`src/rtl/ide_irq_pkg.sv`:
```
package ide_irq_pkg;
  localparam int NUM_CH = 2;
  localparam int DATA_W = 8;
  localparam int ADDR_W = 2;
  localparam logic [ADDR_W-1:0] OFS_NONE = 2'd0;
  localparam logic [ADDR_W-1:0] OFS_POL  = 2'd1;
  localparam logic [ADDR_W-1:0] OFS_ST0  = 2'd2;
  localparam logic [ADDR_W-1:0] OFS_MSK  = 2'd3;
  localparam int MODE_KEY_BIT = 7;
  localparam int STRAP_BIT    = 4;
  typedef logic [NUM_CH-1:0] ch_vec_t;
endpackage

```
`src/rtl/irq_chan_latch.sv`:
```
module irq_chan_latch (
  input  logic clk,
  input  logic rst,
  input  logic drv_irq,
  input  logic xfer_done,
  input  logic xfer_clr,
  input  logic mask,
  input  logic pol_low,
  output logic drv_st,
  output logic bm_st,
  output logic irq_pin
);
  logic req_any;
  assign req_any = (drv_st | bm_st) & ~mask;

  always_ff @(posedge clk) begin
    if (rst) begin
      drv_st  <= 1'b0;
      bm_st   <= 1'b0;
      irq_pin <= 1'b0;
    end else begin
      drv_st  <= drv_irq;
      if (xfer_done)     bm_st <= 1'b1;
      else if (xfer_clr) bm_st <= 1'b0;
      irq_pin <= req_any ^ pol_low;
    end
  end

  assert_bm_set_R7: assert property (@(posedge clk) disable iff (rst)
    xfer_done |=> bm_st);
  assert_bm_hold_R7: assert property (@(posedge clk) disable iff (rst)
    (bm_st && !xfer_clr) |=> bm_st);
  assert_drv_follow_R6: assert property (@(posedge clk) disable iff (rst)
    drv_irq |=> drv_st);
  assert_mask_idle_R8: assert property (@(posedge clk) disable iff (rst)
    mask |=> (irq_pin == $past(pol_low)));
endmodule

```
`src/rtl/irq_reg_file.sv`:
```
module irq_reg_file
  import ide_irq_pkg::*;
(
  input  logic              clk,
  input  logic              rst,
  input  logic [ADDR_W-1:0] addr,
  input  logic              rd_en,
  input  logic              wr_en,
  input  logic [DATA_W-1:0] wr_data,
  input  ch_vec_t           drv_st,
  input  ch_vec_t           bm_st,
  input  logic              legacy_strap,
  output ch_vec_t           mask_q,
  output ch_vec_t           pol_q,
  output logic              legacy_mode,
  output logic              test_mode,
  output logic [DATA_W-1:0] rd_data
);
  logic [DATA_W-1:0] rd_mux;

  always_comb begin
    rd_mux = '0;
    case (addr)
      OFS_POL: rd_mux[NUM_CH-1:0] = pol_q;
      OFS_ST0: rd_mux[1:0] = {bm_st[0], drv_st[0]};
      OFS_MSK: begin
        rd_mux[STRAP_BIT] = legacy_strap;
        rd_mux[3:0]       = {bm_st[1], drv_st[1], mask_q};
      end
      default: rd_mux = '0;
    endcase
  end

  always_ff @(posedge clk) begin
    if (rst) begin
      mask_q      <= '0;
      pol_q       <= '0;
      legacy_mode <= 1'b0;
      test_mode   <= 1'b0;
      rd_data     <= '0;
    end else begin
      rd_data <= rd_en ? rd_mux : '0;
      if (wr_en) begin
        case (addr)
          OFS_POL: pol_q  <= wr_data[NUM_CH-1:0];
          OFS_MSK: mask_q <= wr_data[NUM_CH-1:0];
          OFS_ST0: if (wr_data[MODE_KEY_BIT]) begin
            legacy_mode <= wr_data[1];
            test_mode   <= wr_data[0];
          end
          default: ;
        endcase
      end
    end
  end

  assert_rd_idle_R11: assert property (@(posedge clk) disable iff (rst)
    !rd_en |=> (rd_data == '0));
  assert_msk_rsvd_R4: assert property (@(posedge clk) disable iff (rst)
    (rd_en && addr == OFS_MSK) |=> (rd_data[7:5] == 3'b000));
  assert_mode_key_R3: assert property (@(posedge clk) disable iff (rst)
    (wr_en && addr == OFS_ST0 && !wr_data[MODE_KEY_BIT]) |=>
      ($stable(legacy_mode) && $stable(test_mode)));
endmodule

```
`src/rtl/ide_irq_collect.sv`:
```
module ide_irq_collect
  import ide_irq_pkg::*;
(
  input  logic              clk,
  input  logic              rst,
  input  logic [ADDR_W-1:0] addr,
  input  logic              rd_en,
  input  logic              wr_en,
  input  logic [DATA_W-1:0] wr_data,
  output logic [DATA_W-1:0] rd_data,
  input  logic [NUM_CH-1:0] drv_irq,
  input  logic [NUM_CH-1:0] xfer_done,
  input  logic [NUM_CH-1:0] xfer_clr,
  input  logic              legacy_strap,
  output logic              legacy_mode,
  output logic              test_mode,
  output logic [NUM_CH-1:0] irq_pin
);
  ch_vec_t drv_st, bm_st, mask_q, pol_q;

  for (genvar c = 0; c < NUM_CH; c++) begin : g_ch
    irq_chan_latch u_ch (
      .clk       (clk),
      .rst       (rst),
      .drv_irq   (drv_irq[c]),
      .xfer_done (xfer_done[c]),
      .xfer_clr  (xfer_clr[c]),
      .mask      (mask_q[c]),
      .pol_low   (pol_q[c]),
      .drv_st    (drv_st[c]),
      .bm_st     (bm_st[c]),
      .irq_pin   (irq_pin[c])
    );
  end

  irq_reg_file u_regs (
    .clk          (clk),
    .rst          (rst),
    .addr         (addr),
    .rd_en        (rd_en),
    .wr_en        (wr_en),
    .wr_data      (wr_data),
    .drv_st       (drv_st),
    .bm_st        (bm_st),
    .legacy_strap (legacy_strap),
    .mask_q       (mask_q),
    .pol_q        (pol_q),
    .legacy_mode  (legacy_mode),
    .test_mode    (test_mode),
    .rd_data      (rd_data)
  );

  assert_st_wr_isolated_R3: assert property (@(posedge clk) disable iff (rst)
    (wr_en && addr == OFS_ST0 && xfer_done == '0 && xfer_clr == '0) |=>
      (bm_st == $past(bm_st)));
  assert_msk_wr_isolated_R5: assert property (@(posedge clk) disable iff (rst)
    (wr_en && addr == OFS_MSK && xfer_done == '0 && xfer_clr == '0) |=>
      (bm_st == $past(bm_st)));
endmodule

```
`config.mk`:
```
export PLATFORM = sky130hd
export DESIGN_NAME = ide_irq_collect
export DESIGN_NICKNAME = d
export VERILOG_FILES = /design/src/rtl/ide_irq_pkg.sv /design/src/rtl/irq_chan_latch.sv /design/src/rtl/irq_reg_file.sv /design/src/rtl/ide_irq_collect.sv
export SDC_FILE = /design/constraint.sdc
export NUM_CORES = 1
export LEC_CHECK = 0
export ABC_AREA = 1
export BUFFER_PORTS_ARGS = -buffer_cell sky130_fd_sc_hd__buf_2
export CAP_MARGIN = 15
export CORE_UTILIZATION = 48
export DETAILED_ROUTE_END_ITERATION = 6
export GPL_TIMING_DRIVEN = 0
export PLACE_DENSITY = 0.81
export SYNTH_ARGS = -nofsm -noshare
export SYNTH_HDL_FRONTEND = slang
export SYNTH_SLANG_ARGS = --single-unit
```
`constraint.sdc`:
```
create_clock -name clk -period 1.65 [get_ports clk]
set_input_delay 0 -clock clk [delete_from_list [all_inputs] [get_ports clk]]
set_output_delay 0 -clock clk [all_outputs]
set_load 0.005 [all_outputs]
```
### Word level (Yosys, flattened, before mapping)

Cells that the tools add are included.

| storage, ports and cells | value |
|---|---|
| register bits | 20 |

| cells by class | value |
|---|---|
| equal/unequal tests | 3 |
| muxes and demuxes | 5 |
| bitwise logic cells | 10 |
| reduce and logical (&&, ||, !) cells | 7 |

Operators by type and width:

| kind | count |
|---|---|
| one-hot mux 2 bit (3 select lines) | 1 |
| == test 2 bit, second input constant | 2 |
| two-way mux 1 bit | 4 |
| NOT 1 bit | 4 |
| AND reduction 2 bit | 2 |
| nonzero test 2 bit | 2 |
| AND reduction 3 bit | 1 |
| OR reduction 3 bit | 1 |
| AND 1 bit | 2 |
| == test 2 x 1 -> 1 bit, second input constant | 1 |
| bitwise OR 1 bit | 2 |
| OR reduction 2 bit | 1 |
| bitwise XOR 1 bit | 2 |

### Depth between registers and ports, before layout

Gate-level depths: netlist of the first run.

| depth | value |
|---|---|
| depth after elaboration | 3 |
| gate-level depth with buffers | 6 |
| gate-level depth less buffers | 5 |

### Cells and area by module

Synthesis of the first run repeated with hierarchy kept, for this count alone.

| unflattened totals | value |
|---|---|
| cells, all modules | 106 |
| area, all modules | 753.2 µm² |

By module, submodules not included:

| module | instances | cells an instance | area an instance (µm²) | sequential area each (µm²) |
|---|---|---|---|---|
| irq_reg_file | 1 | 72 | 508.0 | 220.2 |
| irq_chan_latch | 2 | 17 | 122.6 | 60.1 |

### Least setup slack after synthesis of the first run

No wires, ideal clock.

| timing | value |
|---|---|
| path type | register to register |
| start | reg g_ch[1].u_ch.bm_st |
| end | reg g_ch[1].u_ch.irq_pin |
| setup time | 0.115 ns |
| arrival time | 0.562 ns |
| required time | 1.535 ns |
| setup slack | 0.973 ns |
| stages on the path, launching flop included | 5 |
| period minus slack after synthesis | 0.677 ns |
| cells stage by stage | dfxtp_1 inv_1 nand2_1 a21oi_1 nor2_1 |

| on the way | value |
|---|---|
| word-level cells in the longest chain between the ends | 3 |

Ends and longest elaborated chain:

| item | RTL line | source |
|---|---|---|
| from (decl) | irq_chan_latch.sv:10 | `output logic bm_st,` |
| from (signal assigned) | irq_chan_latch.sv:19 | `bm_st <= 1'b0;` |
| from (signal assigned) | irq_chan_latch.sv:23 | `if (xfer_done) bm_st <= 1'b1;` |
| from (signal assigned) | irq_chan_latch.sv:24 | `else if (xfer_clr) bm_st <= 1'b0;` |
| bitwise OR 1 bit | irq_chan_latch.sv:14 | `assign req_any = (drv_st \| bm_st) & ~mask;` |
| AND 1 bit | irq_chan_latch.sv:14 |  |
| bitwise XOR 1 bit | irq_chan_latch.sv:25 | `irq_pin <= req_any ^ pol_low;` |
| to (signal assigned) | irq_chan_latch.sv:25 |  |
| to (decl) | irq_chan_latch.sv:11 | `output logic irq_pin` |

No other way between the ends.
A chain may end at the register's enable or synchronous reset.

==> results of run 1 <==
## what timing repair did
action	CTS	global route
gates resized for setup	0	0
endpoints found under the hold margin	9	0
hold buffers	12	0
## power breakdown
| part | leakage (nW) | internal (mW) | switching (mW) | total [mW] |
|---|---|---|---|---|
| Clock | 0.0177 | 0.0904 | 0.131 | 0.221 |
| Combinational | 0.414 | 0.0684 | 0.0614 | 0.130 |
| Sequential | 0.139 | 0.428 | 0.00709 | 0.435 |
| Total | 0.571 | 0.586 | 0.199 | 0.786 |
## logic make-up (layout without fill, tap and decap cells)
group	count (synthesis)	after routing	synth area share, %
buf+inv	26	64	17.5
simple gates	57	57	33.2
compound gates	4	4	2.71
flops	17	17	46.1
other cells	1	3	0.508
## per-stage QoR
| stage | util, % | setup WS, ns |
|---|---|---|
| detailed placement | 64.0 | 0.902 |
| floorplan | - | 0.973 |
| global placement | 64.0 | 0.920 |
| CTS | 74.8 | 0.418 |
| global route | 74.8 | 0.346 |
| finish | 74.8 | 0.413 |
## routing by layer
metal	part of all wire, %	GRT usage (%)	up-vias
li1	-	-	392
met3	3.9	4.89	5
met1	42	22.8	325
met5	0	0	-
met4	2.0	12.1	0
met2	52	42.2	20
## cells in the final DEF, fill, tap and decap left out, drive strengths merged
cell / instances
clkbuf: 3
clkinv: 1
conb: 3
dlygate4sd3: 12
nand4: 2
inv: 18
dfxtp: 17
nor2: 24
a21oi: 4
nand3: 15
nand2: 16
buf: 30
## final cells by class
type / count / area [µm²] / area share [%]
buffer: 8 / 61.3 / 6.00
clock buffer: 3 / 22.5 / 2.20
clock inverter: 1 / 5.00 / 0.490
inverter: 18 / 67.6 / 6.61
multi-input combinational: 64 / 277 / 27.1
sequential: 17 / 340 / 33.3
tap: 15 / 18.8 / 1.84
timing repair buffer: 34 / 230 / 22.5
## flip-flops by register name, indices dropped and copies added, names as in the netlist
signal,cells
g_ch.u_ch.irq_pin,2
g_ch.u_ch.bm_st,2
u_regs.test_mode,1
u_regs.mask_q,2
u_regs.legacy_mode,1
u_regs.pol_q,2
g_ch.u_ch.drv_st,2
u_regs.rd_data,5
## how the worst min path moves through the flow
stage / start / endpoint / slack (ns) / cells after the start
6_report: rd_en / u_regs.rd_data[0] / 0.02 / 5
5_1_grt: wr_en / u_regs.pol_q[1] / 0.03 / 3
4_1_cts: rd_en / u_regs.rd_data[0] / 0.01 / 5
3_5_place_dp: drv_irq[0] / g_ch[0].u_ch.drv_st / 0.21 / 3
3_3_place_gp: drv_irq[0] / g_ch[0].u_ch.drv_st / 0.20 / 3
2_1_floorplan: drv_irq[0] / g_ch[0].u_ch.drv_st / 0.11 / 2
## critical path, delay by kind of cell (launching register included)
family / cells / cell delay (ns)
AND/OR/NAND/NOR: 3 / 0.22
buffers and inverters: 2 / 0.61
flip-flops: 1 / 0.35
==> reports/qor.yml, run 1 <==
status: "finished, final reports clean"
synth_most_common_cell: "nor2_1"
dp_hpwl_mm: 1.07
critPathMaxStageDelay_ns: 0.55
reg2reg_slack_ns: 0.41
synth_top_area_share_pct: 46.1
yosys_warnings: 0
clk_root_buffer_cell: "clkbuf_4"
chipHeight_um: 41.2
reg2reg_to: "g_ch[0].u_ch.bm_st"
slew_viol_final: 0
power.density_nw_per_um2: 769
yosysSeqAreaShare_pct: 46.1
numClockSinks: 17
critPathRequiredTime_ns: 1.89
insertion_delay_ns: 0.29
rsz0062_at_grt: "false"
ys_seq_elements: 17
path_cells: "inv_1 -> nor2_1 -> nor2_1 -> dlygate4sd3_1 -> nor2_1"
total_power_mw: 0.786
cts_buffers: 3
synth_top_area_cell: "dfxtp_1"
worstPathArrival_ns: 1.48
path_max_fanout: 2
final_cells: 160
track_usage_pct: 22.6
vias_per_cell: 4.64
fillCellCount: 110
max_freq_ghz: 0.808
die_w_um: 41.2
start_util_pct: 54.0
post_cts_buffers: 0
grt_pass1_vias: 620
placed_cells: 144
rows: 13
syn_area_um2: 738
rr_startpoint: "g_ch[0].u_ch.bm_st"
setup.worst_path.start: "g_ch[0].u_ch.bm_st"
worst_r2r_path_depth: 5
wl_per_cell_um: 10.4
crit_top_cell: "nor2_1"
p_leak_nw: 0.571
hold_class: "in2reg"
synth_edf_count: 0
finalCriticalPeriod_ns: 1.24
grt_pass1_wl_mm: 2.38
synth_top_flop_cell: "dfxtp_1"
antenna_found_initial: 0
drc: 0
first_iter_violations: 16
post-route-period-util_pct: 75.0
io_pins: 33
vias: 742
end_kind: "flip-flop"
worst_clock_skew_ns: 0.00233
n_antenna_cell: 0
place_area_um2: 875
tns_ns: 0
avgSynthCellArea_um2: 7.03
endpoint: "g_ch[0].u_ch.bm_st"
hold_violations: 0
yosys.cell_types.count: 13
die-area_um2: 1700
synthTopCellsByCount: "23 x nor2_1, 18 x inv_1, 17 x dfxtp_1, 16 x nand2_1, 14 x nand3_1"
slowest_stage: "dlygate4sd3_1"
nNetsFinal: 167
areaGrowthSynthToFinish_pct: 38.5
hold_slack_ns: 0.0170
final-setup-viol-count: 0
async_flop_share_pct: 0
dr.pass1.iters: 4
grt_max_degree: 11
coreArea_um2: 1370
crit_type: "reg2reg"
cts_max_level: 1
drv_cap: 0
cts_buffer_depth: 2
cts.clk_slew.worst_paths_ns: 0.10
drtAntennaViolNets: 0
start_kind: "flip-flop"
cts_tree: "built"
ys_top_cells_by_area: "dfxtp_1 46%, nor2_1 12%, nand3_1 9.5%"
drive_gt1_share_pct: 24.8
gp_congestion: 0.803
peakVddDrop_mv: 0.518
grt-ovfl-total: 0
syn_inst: 105
port_buffers: 22
design_area_um2: 1020
drt-total-wl_mm: 1.67
No activity file was read; power rests on OpenSTA's default activity.
==> inputs of run 2 (changes only) <==
CORE_UTILIZATION = 44   (was 48)
PLACE_DENSITY = 0.75   (was 0.81)
clock period = 1.2 ns   (was 1.65 ns; I/O delays follow)
==> reports/qor.yml, run 2 (synthesis gave the netlist of run 1 again) <==
wl_per_cell_um: 9.55  # was 10.4 µm
drtAntennaViolNets: 0  # unchanged
numClockSinks: 17  # unchanged
grt_pass1_wl_mm: 2.55  # was 2.38 mm
final_cells: 161  # was 160
rows: 14  # was 13
final-setup-viol-count: 0  # unchanged
seq_power_share_pct: 55.5  # was 55.3%
ff_latch_area_um2: 340  # unchanged
dp_hpwl_mm: 1.07  # about the same
areaGrowthSynthToFinish_pct: 38.8  # was 38.5%
drt-total-wl_mm: 1.54  # was 1.67 mm
placed_cells: 145  # was 144
power.density_nw_per_um2: 1050  # was 769 nW/µm²
drc: 0  # unchanged
insertion_delay_ns: 0.29  # about the same
post-route-period-util_pct: 96.1
drv_cap: 0  # unchanged
finalCriticalPeriod_ns: 1.15
nNetsFinal: 167  # unchanged
vias_per_cell: 4.54  # was 4.64
coreArea_um2: 1540  # was 1370 µm²
regMostFlops: "u_regs.rd_data"  # unchanged
grt_pass1_vias: 657  # was 620
largest_register_ff_count: 5  # unchanged
grt-ovfl-total: 0  # unchanged
cts_buffer_depth: 2  # unchanged
crit_type: "in2reg"  # was reg2reg
chipHeight_um: 43.0  # was 41.2 µm
tns_ns: 0  # unchanged
port_buffers: 22  # unchanged
vias: 731  # was 742
die_w_um: 43.0  # was 41.2 µm
cts.clk_slew.worst_paths_ns: 0.09  # was 0.10 ns
worstPathArrival_ns: 1.33  # was 1.48 ns
status: "finished, final reports clean"  # unchanged
worst_clock_skew_ns: 0.00454  # was 0.00233 ns
grt_max_degree: 11  # unchanged
io_pins: 33  # unchanged
path_max_fanout: 8  # was 2
start_util_pct: 47.9  # was 54.0%
slew_viol_final: 0  # unchanged
peakVddDrop_mv: 0.747  # was 0.518 mV
drive_gt1_share_pct: 24.1  # was 24.8%
p_comb_share_pct: 16.2  # was 16.5%
start_kind: "input pin"  # was flip-flop
p_sw_mw: 0.268  # was 0.199 mW
die-area_um2: 1850  # was 1700 µm²
hold_violations: 0  # unchanged
clk_root_buffer_cell: "clkbuf_4"  # unchanged
cts_buffers: 3  # unchanged
total_power_mw: 1.08  # was 0.786 mW
swShare_pct: 24.8  # was 25.4%
end_kind: "flip-flop"  # unchanged
fillCellCount: 134  # was 110
p_leak_nw: 0.568  # was 0.571 nW
p_int_mw: 0.811  # was 0.586 mW
gp_congestion: 0.821  # was 0.803
n_antenna_cell: 0  # unchanged
track_usage_pct: 18.6  # was 22.6%
final_cell_mix: "23 x nor2_1, 22 x buf_2, 18 x inv_1, 17 x dfxtp_1, 16 x nand2_1"  # was 23 x buf_2, 23 x nor2_1, 18 x inv_1, 17 x dfxtp_1, 16 x nand2_1
multi_input_area_um2: 277  # unchanged
cts_tree: "built"  # unchanged
dr.pass1.iters: 4  # unchanged
cts_max_level: 1  # unchanged
layout_commonest_cell: "nor2_1"
hold_slack_ns: 0.0206  # was 0.0170 ns
post_cts_buffers: 0  # unchanged
antenna_found_initial: 0  # unchanged
hold_class: "in2reg"  # unchanged
first_iter_violations: 11  # was 16
rsz0062_at_grt: "false"  # unchanged
critPathRequiredTime_ns: 1.38  # was 1.89 ns
pwr-share-clk_pct: 28.3  # was 28.1%
max_freq_ghz: 0.867
==> run 2: changes by cell type in the layout (fill, tap and decap cells not counted) <==
cell | before | now
clkbuf_4 | 3 | 4
buf_2 | 23 | 22
clkbuf_1 | 0 | 1
clkinv_2 | 1 | 0
==> run 2: power by group through the flow <==
stage | clock network (mW) | registers (mW) | logic (mW)
2_1_floorplan | 0 | 0.610 | 0.0937
3_3_place_gp | 0 | 0.610 | 0.138
3_5_place_dp | 0 | 0.612 | 0.142
4_1_cts | 0.313 | 0.599 | 0.172
5_1_grt | 0.344 | 0.602 | 0.196
6_report | 0.305 | 0.599 | 0.175
==> run 2: worst paths after layout <==
path	startpoint	to	slack, ns	cells after the start
worst max register to register	g_ch[1].u_ch.bm_st	g_ch[1].u_ch.irq_pin	0.43	4
worst min-delay path	rd_en	u_regs.rd_data[1]	0.02	5
worst max-delay path	rst	g_ch[1].u_ch.drv_st	0.05	4
worst min register to register	g_ch[1].u_ch.drv_st	u_regs.rd_data[2]	0.47	2
==> run 2: metrics by stage <==
step | area [µm²] | worst slack [ns] | util (%)
finish | 1020 | 0.0471 | 66.5
global route | 1020 | 0.00643 | 66.5
CTS | 1020 | 0.0613 | 66.3
detailed placement | 876 | 0.444 | 56.8
global placement | 876 | 0.471 | 56.8
floorplan | 746 | 0.523 | -
==> run 2: area by class of cell <==
cell class | instances | area share (%)
clock buffer | 4 | 2.56
inverter | 18 | 6.59
tap | 16 | 1.95
sequential | 17 | 33.2
buffer | 8 | 6.23
multi-input combinational | 64 | 27.0
timing repair buffer | 34 | 22.5
==> run 2: critical path, cell delays in order <==
cell and delay (ns):
dlygate4sd3_1 0.54, clkbuf_4 0.19, nor2_1 0.05, dlygate4sd3_1 0.54
==> run 2: metal layers <==
metal  GRT usage, %  vias to the layer above  part of all wire, %
met5              0                        -                    0
met4           9.09                        0                  1.9
met3           3.83                        5                  3.0
met2           30.9                       22                   47
met1           22.5                      313                   47
li1               -                      391                    -
==> run 2: what timing repair did <==
item                                   in CTS  in global routing
endpoints found under the hold margin       9                  0
setup endpoints to repair                   0                  1
gates resized for setup                     0                  1
hold buffers                               12                  0
==> inputs of run 3 (changes only) <==
CORE_MARGIN = 1.5   (was default)
==> reports/qor.yml, run 3 (synthesis gave the netlist of run 1 again) <==
start_util_pct: 47.9  # unchanged
hold_class: "in2reg"  # unchanged
placed_cells: 145  # unchanged
peakVddDrop_mv: 0.813  # was 0.747 mV
final_cells: 160  # was 161
vias_per_cell: 4.54  # about the same
vias: 727  # was 731
wl_per_cell_um: 9.48  # was 9.55 µm
grt_pass1_vias: 645  # was 657
worstPathArrival_ns: 1.32  # was 1.33 ns
dr.pass1.iters: 6  # was 4
coreArea_um2: 1540  # unchanged
areaGrowthSynthToFinish_pct: 37.3  # was 38.8%
numClockSinks: 17  # unchanged
violations: "negative hold slack"
die_w_um: 44.0  # was 43.0 µm
hold_slack_ns: -0.0297  # was 0.0206 ns
post_cts_buffers: 0  # unchanged
place_ws_ns: 0.468  # was 0.444 ns
ff_latch_area_um2: 342  # was 340 µm²
antenna_found_initial: 0  # unchanged
clk_root_buffer_cell: "clkbuf_4"  # unchanged
grt_pass1_wl_mm: 2.50  # was 2.55 mm
die-area_um2: 1930  # was 1850 µm²
fin_ws_ns: 0.0614  # was 0.0471 ns
crit_type: "in2reg"  # unchanged
end_kind: "flip-flop"  # unchanged
total_power_mw: 1.09  # was 1.08 mW
drtAntennaViolNets: 0  # unchanged
power.density_nw_per_um2: 1070  # was 1050 nW/µm²
final_cell_mix: "23 x buf_2, 23 x nor2_1, 18 x inv_1, 16 x nand2_1, 16 x dfxtp_1"  # was 23 x nor2_1, 22 x buf_2, 18 x inv_1, 17 x dfxtp_1, 16 x nand2_1
slew_viol_final: 0  # unchanged
start_kind: "input pin"  # unchanged
cts_tree: "built"  # unchanged
final-setup-viol-count: 0  # unchanged
cts.clk_slew.worst_paths_ns: 0.10  # was 0.09 ns
multi_input_area_um2: 277  # unchanged
cts_buffers: 3  # unchanged
first_iter_violations: 11  # unchanged
tns_ns: 0  # unchanged
port_buffers: 22  # unchanged
status: "finished with violations"  # was finished, final reports clean
n_antenna_cell: 0  # unchanged
worst_clock_skew_ns: 0.00229  # was 0.00454 ns
track_usage_pct: 17.4  # was 18.6%
hold_violations: 1  # was 0
dp_hpwl_mm: 1.05  # was 1.07 mm
path_max_fanout: 8  # unchanged
p_leak_nw: 0.563  # was 0.568 nW
cts_max_level: 1  # unchanged
drv_cap: 0  # unchanged
finalCriticalPeriod_ns: 1.14  # was 1.15 ns
cts_buffer_depth: 2  # unchanged
fillCellCount: 140  # was 134
drc: 0  # unchanged
regMostFlops: "u_regs.rd_data"  # unchanged
chipHeight_um: 44.0  # was 43.0 µm
gp_congestion: 0.785  # was 0.821
grt-ovfl-total: 0  # unchanged
insertion_delay_ns: 0.29  # about the same
largest_register_ff_count: 5  # unchanged
post-route-period-util_pct: 94.9  # was 96.1%
drt-total-wl_mm: 1.52  # was 1.54 mm
rsz0062_at_grt: "false"  # unchanged
drive_gt1_share_pct: 25.0  # was 24.1%
grt_max_degree: 11  # unchanged
io_pins: 33  # unchanged
critPathRequiredTime_ns: 1.38  # about the same
nNetsFinal: 166  # was 167
rows: 14  # unchanged
max_freq_ghz: 0.878  # was 0.867 GHz
-- run 3: cell types whose count changed in the layout (fill, tap and decap cells not counted), sizes merged --
cell and delta:
dlygate4sd3 -1, clkbuf -1, buf +1
-- run 3: critical path, cell delays in order --
cell and delay, ns:
dlygate4sd3_1 0.52, buf_2 0.19, nor2_1 0.06, dlygate4sd3_1 0.55
-- run 3: layout make-up --
class | instances | area share, %
Inverter | 18 | 6.67
Timing Repair Buffer | 33 | 21.7
Sequential cell | 17 | 33.7
Multi-Input combinational cell | 64 | 27.3
Tap cell | 16 | 1.98
Clock buffer | 4 | 2.59
Buffer | 8 | 6.05
-- run 3: where the power goes --
part / total [mW] / internal [mW] / leakage, nW / switching (mW)
sequential: 0.599 / 0.589 / 0.140 / 0.0101
combinational: 0.171 / 0.0904 / 0.409 / 0.0803
clock: 0.316 / 0.129 / 0.0150 / 0.187
total: 1.09 / 0.808 / 0.563 / 0.277
-- run 3: repair_timing --
item                                    CTS  global route
hold buffers                             12             0
gates resized for setup                   0             1
endpoints found under the setup margin    0             1
endpoints found under the hold margin     9             0
-- run 3: layer usage --
layer	vias to the layer above	GRT usage (%)	wire (µm)
li1	386	-	-
met1	315	19.4	645
met2	22	32.4	793
met3	4	2.50	58
met4	0	7.27	20
met5	-	0	0
-- run 3: stage by stage --
step	hold slack (ns)	area (µm²)	util [%]
CTS	0.0210	1020	66.3
floorplan	0.107	746	-
finish	-0.0297	1010	65.7
global placement	0.199	876	56.8
detailed placement	0.214	876	56.8
global route	0.0228	1010	65.7
-- run 3: final timing paths --
path                             from              endpoint  slack [ns]  cells past startpoint
setup reg to reg   g_ch[1].u_ch.bm_st  g_ch[1].u_ch.irq_pin        0.45                      4
setup / recovery                  rst   g_ch[0].u_ch.drv_st        0.06                      4
hold / removal            xfer_clr[0]    g_ch[0].u_ch.bm_st       -0.03                      4
hold reg to reg   g_ch[1].u_ch.drv_st     u_regs.rd_data[2]        0.47                      2
